[src/rtl/sigv_pkg.sv]
package sigv_pkg;

    typedef enum logic [2:0] {
        ST_IDLE,
        ST_WAIT_RSP,
        ST_CHK_LO,
        ST_REG_SW,
        ST_WAIT_REG,
        ST_WAIT_HI,
        ST_CHK_HI
    } sigv_state_t;

    typedef struct packed {
        logic toggle;
        logic stop;
        logic en;
    } sigv_clkctl_t;

    localparam sigv_clkctl_t CLKCTL_RESET = '{toggle: 1'b0, stop: 1'b0, en: 1'b1};

    function automatic int unsigned sigv_max3(input int unsigned a, input int unsigned b,
                                              input int unsigned c);
        int unsigned m;
        m = (a > b) ? a : b;
        return (m > c) ? m : c;
    endfunction

endpackage

[src/rtl/sigv_wait_timer.sv]
module sigv_wait_timer #(
    parameter int CNT_W = 20
) (
    input  logic             clk,
    input  logic             rst,
    input  logic             load_i,
    input  logic [CNT_W-1:0] load_val_i,
    output logic             zero_o
);
    logic [CNT_W-1:0] cnt_q;

    always_ff @(posedge clk) begin
        if (rst) begin
            cnt_q <= '0;
        end else if (load_i) begin
            cnt_q <= load_val_i;
        end else if (cnt_q != '0) begin
            cnt_q <= cnt_q - 1'b1;
        end
    end

    assign zero_o = (cnt_q == '0);
endmodule

[src/rtl/sigv_line_judge.sv]
module sigv_line_judge #(
    parameter int DAT_W       = 4,
    parameter int SYNC_STAGES = 2
) (
    input  logic             clk,
    input  logic             rst,
    input  logic             cmd_i,
    input  logic [DAT_W-1:0] dat_i,
    output logic             all_low_o,
    output logic             all_high_o
);
    localparam int LINES = DAT_W + 1;

    logic [LINES-1:0] stage_q [SYNC_STAGES];

    generate
        for (genvar s = 0; s < SYNC_STAGES; s++) begin : g_sync
            if (s == 0) begin : g_first
                always_ff @(posedge clk) begin
                    if (rst) stage_q[s] <= '0;
                    else     stage_q[s] <= {cmd_i, dat_i};
                end
            end else begin : g_next
                always_ff @(posedge clk) begin
                    if (rst) stage_q[s] <= '0;
                    else     stage_q[s] <= stage_q[s-1];
                end
            end
        end
    endgenerate

    assign all_low_o  = ~|stage_q[SYNC_STAGES-1];
    assign all_high_o = &stage_q[SYNC_STAGES-1];
endmodule

[src/rtl/sigv_ctrl.sv]
module sigv_ctrl
    import sigv_pkg::*;
#(
    parameter int unsigned WAIT_RSP_CYC = 100_000,
    parameter int unsigned WAIT_REG_CYC = 500_000,
    parameter int unsigned WAIT_HI_CYC  = 100_000,
    parameter int          CNT_W        = 20
) (
    input  logic             clk,
    input  logic             rst,
    input  logic             prep_i,
    input  logic             start_i,
    input  logic             target_low_i,
    input  logic             all_low_i,
    input  logic             all_high_i,
    input  logic             tmr_zero_i,
    output logic             tmr_load_o,
    output logic [CNT_W-1:0] tmr_val_o,
    output sigv_clkctl_t     clkctl_o,
    output logic             vsel_low_o,
    output logic             done_o,
    output logic             err_o
);
    localparam logic [CNT_W-1:0] LD_RSP = CNT_W'(WAIT_RSP_CYC - 1);
    localparam logic [CNT_W-1:0] LD_REG = CNT_W'(WAIT_REG_CYC - 1);
    localparam logic [CNT_W-1:0] LD_HI  = CNT_W'(WAIT_HI_CYC - 1);

    sigv_state_t  state_q;
    sigv_clkctl_t ctl_q;
    logic         vsel_q;
    logic         done_q;
    logic         err_q;

    always_comb begin
        tmr_load_o = 1'b0;
        tmr_val_o  = '0;
        unique case (state_q)
            ST_IDLE: begin
                if (start_i && target_low_i) begin
                    tmr_load_o = 1'b1;
                    tmr_val_o  = LD_RSP;
                end
            end
            ST_REG_SW: begin
                tmr_load_o = 1'b1;
                tmr_val_o  = LD_REG;
            end
            ST_WAIT_REG: begin
                if (tmr_zero_i) begin
                    tmr_load_o = 1'b1;
                    tmr_val_o  = LD_HI;
                end
            end
            default: ;
        endcase
    end

    always_ff @(posedge clk) begin
        if (rst) begin
            state_q <= ST_IDLE;
            ctl_q   <= CLKCTL_RESET;
            vsel_q  <= 1'b0;
            done_q  <= 1'b0;
            err_q   <= 1'b0;
        end else begin
            done_q <= 1'b0;
            err_q  <= 1'b0;
            unique case (state_q)
                ST_IDLE: begin
                    if (start_i) begin
                        ctl_q.en <= 1'b1;
                        if (target_low_i) begin
                            state_q <= ST_WAIT_RSP;
                        end else begin
                            vsel_q       <= 1'b0;
                            ctl_q.toggle <= 1'b0;
                            ctl_q.stop   <= 1'b0;
                            done_q       <= 1'b1;
                        end
                    end else if (prep_i) begin
                        ctl_q.toggle <= 1'b1;
                    end
                end
                ST_WAIT_RSP: begin
                    if (tmr_zero_i) state_q <= ST_CHK_LO;
                end
                ST_CHK_LO: begin
                    if (all_low_i) begin
                        ctl_q.stop   <= 1'b1;
                        ctl_q.toggle <= 1'b0;
                        state_q      <= ST_REG_SW;
                    end else begin
                        done_q  <= 1'b1;
                        err_q   <= 1'b1;
                        state_q <= ST_IDLE;
                    end
                end
                ST_REG_SW: begin
                    vsel_q  <= 1'b1;
                    state_q <= ST_WAIT_REG;
                end
                ST_WAIT_REG: begin
                    if (tmr_zero_i) begin
                        ctl_q.toggle <= 1'b1;
                        ctl_q.stop   <= 1'b0;
                        state_q      <= ST_WAIT_HI;
                    end
                end
                ST_WAIT_HI: begin
                    if (tmr_zero_i) state_q <= ST_CHK_HI;
                end
                ST_CHK_HI: begin
                    ctl_q.toggle <= 1'b0;
                    ctl_q.stop   <= 1'b0;
                    done_q       <= 1'b1;
                    state_q      <= ST_IDLE;
                    if (!all_high_i) begin
                        err_q    <= 1'b1;
                        ctl_q.en <= 1'b0;
                    end
                end
                default: state_q <= ST_IDLE;
            endcase
        end
    end

    assign clkctl_o   = ctl_q;
    assign vsel_low_o = vsel_q;
    assign done_o     = done_q;
    assign err_o      = err_q;
endmodule

[src/rtl/sigv_switch_seq.sv]
module sigv_switch_seq
    import sigv_pkg::*;
#(
    parameter int unsigned WAIT_RSP_CYC = 100_000,
    parameter int unsigned WAIT_REG_CYC = 500_000,
    parameter int unsigned WAIT_HI_CYC  = 100_000,
    parameter int          DAT_W        = 4,
    parameter int          SYNC_STAGES  = 2
) (
    input  logic             clk,
    input  logic             rst,
    input  logic             prep_i,
    input  logic             start_i,
    input  logic             target_low_i,
    input  logic             cmd_line_i,
    input  logic [DAT_W-1:0] dat_lines_i,
    output logic             clk_toggle_o,
    output logic             clk_stop_o,
    output logic             card_clk_en_o,
    output logic             vsel_low_o,
    output logic             done_o,
    output logic             err_o
);
    localparam int unsigned MAX_WAIT = sigv_max3(WAIT_RSP_CYC, WAIT_REG_CYC, WAIT_HI_CYC);
    localparam int          CNT_W    = $clog2(MAX_WAIT) + 1;

    logic             tmr_load;
    logic [CNT_W-1:0] tmr_val;
    logic             tmr_zero;
    logic             all_low;
    logic             all_high;
    sigv_clkctl_t     clkctl;

    sigv_wait_timer #(.CNT_W(CNT_W)) u_timer (
        .clk        (clk),
        .rst        (rst),
        .load_i     (tmr_load),
        .load_val_i (tmr_val),
        .zero_o     (tmr_zero)
    );

    sigv_line_judge #(.DAT_W(DAT_W), .SYNC_STAGES(SYNC_STAGES)) u_judge (
        .clk        (clk),
        .rst        (rst),
        .cmd_i      (cmd_line_i),
        .dat_i      (dat_lines_i),
        .all_low_o  (all_low),
        .all_high_o (all_high)
    );

    sigv_ctrl #(
        .WAIT_RSP_CYC (WAIT_RSP_CYC),
        .WAIT_REG_CYC (WAIT_REG_CYC),
        .WAIT_HI_CYC  (WAIT_HI_CYC),
        .CNT_W        (CNT_W)
    ) u_ctrl (
        .clk          (clk),
        .rst          (rst),
        .prep_i       (prep_i),
        .start_i      (start_i),
        .target_low_i (target_low_i),
        .all_low_i    (all_low),
        .all_high_i   (all_high),
        .tmr_zero_i   (tmr_zero),
        .tmr_load_o   (tmr_load),
        .tmr_val_o    (tmr_val),
        .clkctl_o     (clkctl),
        .vsel_low_o   (vsel_low_o),
        .done_o       (done_o),
        .err_o        (err_o)
    );

    assign clk_toggle_o  = clkctl.toggle;
    assign clk_stop_o    = clkctl.stop;
    assign card_clk_en_o = clkctl.en;
endmodule

[config.mk]
export PLATFORM = sky130hd
export DESIGN_NAME = sigv_switch_seq
export DESIGN_NICKNAME = d
export VERILOG_FILES = /design/src/rtl/sigv_pkg.sv /design/src/rtl/sigv_wait_timer.sv /design/src/rtl/sigv_line_judge.sv /design/src/rtl/sigv_ctrl.sv /design/src/rtl/sigv_switch_seq.sv
export SDC_FILE = /design/constraint.sdc
export NUM_CORES = 1
export LEC_CHECK = 0
export BUFFER_PORTS_ARGS = -buffer_cell sky130_fd_sc_hd__clkbuf_2
export CAP_MARGIN = 10
export CORE_MARGIN = 2
export CORE_UTILIZATION = 63
export DETAILED_ROUTE_END_ITERATION = 16
export PLACE_DENSITY_LB_ADDON = 0.12
export SLEW_MARGIN = 10
export SYNTH_ARGS = -nofsm -noshare
export SYNTH_HDL_FRONTEND = slang
export SYNTH_HIERARCHICAL = 1
export SYNTH_SLANG_ARGS = --single-unit
[constraint.sdc]
create_clock -name clk -period 6.8 [get_ports clk]
set_input_delay 1.36 -clock clk [delete_from_list [all_inputs] [get_ports clk]]
set_output_delay 1.36 -clock clk [all_outputs]
set_load 0.01 [all_outputs]
==> reports/metrics.yaml, run 1 <==
pwr:
  power_frac_seq_pct: 39.9
  power_mw: 0.8591
  p_leak_nw: 0.7755
  irDropWorstVdd_mv: 0.3318
  pwr-share-comb_pct: 42.3
  clkPwrFrac_pct: 17.8
  switching_share_pct: 38.15
  powerDensity_nw_per_um2: 447.3
  internal-power_mw: 0.5314
  switching_power_mw: 0.3277
worst_setup_path:
  cp_top_family: "simple AND/OR/NAND/NOR gates"
  cp-start-kind: "flip-flop"
  startpoint: "u_timer/cnt_q[3]"
  r2r-start: "u_timer/cnt_q[3]"
  cp_num_buf_inv: 2
  criticalPathCategory: "reg -> reg"
  required_ns: 7.08
  end_kind: "flip-flop"
  cp_slowest_cell: "nor2_1"
  cp_cell_sequence: "nor4_1, or3b_2, or4_4, inv_4, a22o_1, nand2_1, nand2_1, inv_1, nor2_1, a22o_1"
  worst_ep_arrival_time_ns: 4.31
  critical_path_peak_fanout: 16
  critPathMaxStageDelay_ns: 0.78
clock_tree:
  clk_pin_slew_ns: 0.12
  tritoncts: "done"
  cts_setup_buffers: 0
  root_buffer: "clkbuf_4"
  cts_resized: 0
  clock_sinks: 39
  cts.hold.buffers_added: 0
  h-tree-depth: 2
  insertion_delay_ns: 0.35
  ctsLongestPathBuffers: 2
  cts_buffers: 5
yosys:
  syn-instance-count: 221
  yosysUniqueCellTypes: 43
  synth-warning-count: 6
  synth_area_leaders: "dfxtp_1 (41%), buf_4 (7.5%), nor2b_1 (5.3%)"
  yosysMostFrequentCell: "dfxtp_1"
  ys_seq_elements: 39
  synthXorXnorAreaFrac_pct: 7.383
  ys.flop_type: "dfxtp_1"
  netlist_area_um2: 1898
  synth-adder-area-share_pct: 0.6592
  synth_top_family_by_area: "simple AND/OR/NAND/NOR gates"
  synth_commonest_cells: "dfxtp_1 (39), nand2_1 (23), buf_4 (19)"
  synthArstFlopShare_pct: 0
  seq_area_frac_synth_pct: 41.13
  avgSynthCellArea_um2: 8.589
  synth_simple_gate_area_share_pct: 23.60
  yosysTopAreaCell: "dfxtp_1"
  synth_mux_area_share_pct: 2.241
  synth_edf_count: 0
  synth-compound-area-share_pct: 12.79
  synth_top_area_share_pct: 41.13
timing:
  setup_tns_ns: 0
  fmax_mhz: 248.2
  worst_pin_slew_ns: 0.9757
  rsz0062_at_grt: "false"
  drv_slew: 0
  fin_skew_ns: 0.01273
  finalCritPeriodShare_pct: 59.25
  hold_violations: 0
  min_period_ns: 4.029
  setup_viol: 0
  max_slew_margin_pct: 34.72
route:
  ant_nets: 0
  drc: 0
  dr.pass1.iters: 5
  num_vias: 1422
  drt-initial-drc-count: 81
  viasPerCell: 5.621
  wirelength_mm: 3.309
  wl_per_cell_um: 13.08
layout:
  multi_input_area_um2: 908.4
  antenna_cells: 0
  fin_nets: 232
  drive_above_1_share_pct: 13.96
  regArea_um2: 780.7
  final_cells: 253
  final_util_pct: 68.47
  fillers: 229
  layout-area-overhead-vs-synth_pct: 1.186
  fin_area_um2: 1921
placed_design:
  place_congestion: 0.8005
  hpwl_mm: 2.333
  io_buffers: 15
  numPlacedInstances: 245
  dpl_cell_area_um2: 1839
floorplan:
  die_h_um: 58.89
  core_um2: 2805
  die_area_um2: 3468
  ios: 16
  initial_core_util_pct: 67.66
  rows: 19
  die_w_um: 58.89
global_routing:
  grt_pass1_vias: 1287
  met2_usage_pct: 33.81
  gr-usage-met3_pct: 4.615
  antenna_found_initial: 0
  grt_use_met1_pct: 29.05
  grt_overflow: 0
  grt_first_pass_wirelength_mm: 5.775
  grt_max_degree: 27
  grt.total_usage_pct: 21.66
  busiest_layer: "met2"
status:
  status: "finished, final reports clean"
min_path:
  min_path_type: "reg -> reg"
  min_from: "u_judge/stage_q[0][4]"
job:
  max_cap_viol_count: 0
routing by layer:
layer	routed length (µm)	part of all wire, %
met5	0	0
met4	36	1.1
met3	160	4.8
met2	1533	46
met1	1579	48
logic make-up (layout without fill, tap and decap cells):
| kind of cell | after synthesis | count (layout) |
|---|---|---|
| simple gates | 84 | 84 |
| mux | 4 | 4 |
| xor+xnor | 16 | 16 |
| buf+inv | 36 | 32 |
| other cells | 1 | 6 |
| compound gates | 40 | 40 |
| fa+ha+maj | 1 | 1 |
| flops | 39 | 39 |
sequential cells by signal, indices dropped and copies added, names as in the netlist:
signal             flops
u_timer/cnt_q         20
u_ctrl/done_o          1
u_ctrl/clkctl_o        3
u_ctrl/vsel_low_o      1
u_judge/stage_q       10
u_ctrl/err_o           1
u_ctrl/state_q         3
cell usage in the layout, fill, tap and decap left out, drive strengths merged, types with 3 or more instances in the layout:
cell | Yosys | routed
a21oi | 10 | 10
a22o | 4 | 4
clkbuf | 3 | 20
conb | 1 | 6
dfxtp | 39 | 39
inv | 9 | 9
nand2 | 24 | 24
nand3 | 3 | 3
nor2 | 14 | 14
nor2b | 16 | 16
nor3 | 8 | 8
nor4 | 5 | 5
o21ai | 17 | 17
or3b | 3 | 3
or4 | 5 | 5
xnor2 | 11 | 11
xor2 | 5 | 5
per-stage QoR:
stage / hold WS (ns) / setup slack [ns]
6_report: 0.4475 / 2.771
5_1_grt: 0.4658 / 2.496
4_1_cts: 0.4504 / 2.807
3_5_place_dp: 0.4218 / 2.859
3_3_place_gp: 0.4228 / 3.005
2_1_floorplan: 0.4138 / 3.335
power groups by stage:
stage	clock network [mW]	logic [mW]	registers [mW]
after floorplan	0	0.325	0.332
after global placement	0	0.344	0.341
after detailed placement	0	0.351	0.346
after CTS	0.157	0.358	0.342
after global routing	0.167	0.407	0.350
final	0.153	0.363	0.342
final timing paths:
path	slack [ns]	end	cells past startpoint
worst min register to register	0.45	u_judge/stage_q[1][4]	1
worst max register to register	2.77	u_timer/cnt_q[1]	10
worst min-delay path	0.45	u_judge/stage_q[1][4]	1
worst max-delay path	2.77	u_timer/cnt_q[1]	10
cell type report:
type / count / share of cell area, %
multi-input cells: 151 / 47.30
flip-flops and latches: 39 / 40.65
repair buffers: 15 / 3.909
clock inverters: 3 / 2.280
well taps: 31 / 2.020
clock buffers: 5 / 1.954
inverters: 9 / 1.889
Power figures use the tool's default switching activity.
==> inputs of run 2 (changes only) <==
- CORE_UTILIZATION: 63 -> 58
- clock period: 6.8 -> 3.9 ns (I/O delays scaled with it)
==> reports/metrics.yaml, run 2 (synthesis results as in run 1) <==
timing:
  setup_tns_ns: 0  # unchanged
  setup_viol: 0  # unchanged
  fmax_mhz: 286.1  # +15%
  min_period_ns: 3.495  # -0.5334 ns
  finalCritPeriodShare_pct: 89.62  # +30 points
  worst_pin_slew_ns: 0.5010  # -0.4747 ns
  hold_violations: 0  # unchanged
  drv_slew: 0  # unchanged
  rsz0062_at_grt: "false"
  fin_skew_ns: 0.01469  # +0.001961 ns
  holdWs_ns: 0.4474  # -0.0001420 ns
  max_slew_margin_pct: 66.34  # +32 points
layout:
  fin_nets: 233  # +0.43%
  antenna_cells: 0  # unchanged
  largest_register_ffs: 20  # unchanged
  layout-area-overhead-vs-synth_pct: 2.703
  final_util_pct: 63.33  # -5.1 points
  drive_above_1_share_pct: 14.35  # +0.39 points
  fillers: 273  # +19%
  largest_register: "u_timer/cnt_q"
  fin_area_um2: 1949  # +1.5%
  mostFrequentLayoutCell: "dfxtp_1"
  layout_common_cells: "dfxtp_1 (39), nand2_1 (23), nor2b_1 (16), o21ai_0 (16), clkbuf_2 (15)"
  reg.largest.list: "u_timer/cnt_q: 20 flops, u_judge/stage_q: 10 flops"
clock_tree:
  ctsLongestPathBuffers: 2  # unchanged
  root_buffer: "clkbuf_4"
  tritoncts: "done"
  clock_sinks: 39  # unchanged
  cts_setup_buffers: 0  # unchanged
  insertion_delay_ns: 0.34  # about the same
  cts_resized: 0  # unchanged
  h-tree-depth: 2  # unchanged
  cts_buffers: 5  # unchanged
  cts.hold.buffers_added: 0  # unchanged
  clk_pin_slew_ns: 0.11  # about the same
worst_setup_path:
  r2r_slack_ns: 0.40  # -2.37 ns
  cp-start-kind: "flip-flop"
  critical_path_peak_fanout: 13  # -3
  worstSetupEndpoint: "u_timer/cnt_q[5]"
  criticalPathCategory: "reg -> reg"
  reg2regPathDepth: 10  # unchanged
  r2r-start: "u_timer/cnt_q[8]"
  r2r-end: "u_timer/cnt_q[5]"
  required_ns: 4.11  # -2.97 ns
  end_kind: "flip-flop"
  startpoint: "u_timer/cnt_q[8]"
  worst_ep_arrival_time_ns: 3.70  # -0.61 ns
pwr:
  irDropWorstVdd_mv: 0.4487  # +35%
  p_leak_nw: 0.7839  # +1.1%
  power_mw: 1.502  # +75%
  power_frac_seq_pct: 39.8  # about the same
  switching_share_pct: 37.16  # -0.98 points
  internal-power_mw: 0.9435  # +78%
  clkPwrFrac_pct: 18.6  # +0.8 points
  powerDensity_nw_per_um2: 770.3  # +72%
  switching_power_mw: 0.5580  # +70%
  pwr-share-comb_pct: 41.6  # -0.7 points
route:
  drt-initial-drc-count: 75  # -7.4%
  ant_nets: 0  # unchanged
  drc: 0  # unchanged
  wl_per_cell_um: 11.92  # -8.9%
  num_vias: 1408  # -0.98%
  wirelength_mm: 3.183  # -3.8%
  viasPerCell: 5.273  # -6.2%
  dr.pass1.iters: 4  # -1
min_path:
  min_path_type: "reg -> reg"
placed_design:
  io_buffers: 15  # unchanged
  hpwl_mm: 2.319  # -0.60%
  dpl_cell_area_um2: 1863  # +1.3%
  place_congestion: 0.8446  # +5.5%
global_routing:
  grt_first_pass_wirelength_mm: 5.361  # -7.2%
  grt_max_degree: 27  # unchanged
  grt_overflow: 0  # unchanged
  grt_pass1_vias: 1259  # -2.2%
  antenna_found_initial: 0  # unchanged
  grt.total_usage_pct: 19.69  # -2.0 points
floorplan:
  die_w_um: 61.21  # +3.9%
  initial_core_util_pct: 61.67  # -6.0 points
  core_um2: 3078  # +9.7%
  rows: 20  # +1
  ios: 16  # unchanged
  die_area_um2: 3746  # +8.0%
  die_h_um: 61.21  # +3.9%
status:
  status: "finished, final reports clean"
job:
  max_cap_viol_count: 0  # unchanged
-- run 2: final cells by class --
| class | count | area [µm²] | share of cell area (%) |
|---|---|---|---|
| clock buffers | 6 | 51.30 | 2.632 |
| multi-input cells | 151 | 908.4 | 46.60 |
| inverters | 9 | 36.28 | 1.861 |
| clock inverters | 2 | 35.03 | 1.797 |
| well taps | 44 | 55.05 | 2.824 |
| flip-flops and latches | 39 | 780.7 | 40.05 |
| repair buffers | 16 | 82.58 | 4.236 |
-- run 2: how the worst min path moves through the flow --
stage,from,to,cells past startpoint
after floorplan,u_judge/stage_q[0][0],u_judge/stage_q[1][0],1
after global placement,u_judge/stage_q[0][4],u_judge/stage_q[1][4],1
after detailed placement,u_judge/stage_q[0][3],u_judge/stage_q[1][3],1
after CTS,u_judge/stage_q[0][3],u_judge/stage_q[1][3],1
after global routing,u_judge/stage_q[0][0],u_judge/stage_q[1][0],1
final,u_judge/stage_q[0][3],u_judge/stage_q[1][3],1
-- run 2: metrics by stage --
| stage | cells | setup slack, ns |
|---|---|---|
| 5_1_grt | 267 | 0.1832 |
| 3_3_place_gp | 259 | 0.5657 |
| 3_5_place_dp | 259 | 0.4510 |
| 2_1_floorplan | 226 | 0.4346 |
| 4_1_cts | 267 | 0.4331 |
| 6_report | 267 | 0.4047 |
-- run 2: metal layers --
| layer | GRT usage (%) | vias up | share of wire [%] |
|---|---|---|---|
| li1 | - | 730 | - |
| met1 | 26.27 | 646 | 50 |
| met2 | 28.72 | 28 | 45 |
| met3 | 6.933 | 4 | 4.2 |
| met4 | 8.696 | 0 | 1.2 |
| met5 | 0 | - | 0 |
-- run 2: power by group through the flow --
stage | clock network (mW) | registers, mW | logic, mW
final | 0.279 | 0.598 | 0.624
after global routing | 0.303 | 0.612 | 0.703
after CTS | 0.289 | 0.596 | 0.623
after detailed placement | 0 | 0.606 | 0.615
after global placement | 0 | 0.595 | 0.608
after floorplan | 0 | 0.578 | 0.566
-- run 2: critical path: stages, from the launching register on --
cell	delay, ns
dfxtp_1	0.37
or4_4	0.57
or4_1	0.55
or4_4	0.59
inv_4	0.10
a22o_1	0.14
nand2_1	0.09
nand2_1	0.32
nor2_1	0.16
nand2_1	0.31
o21ai_0	0.16
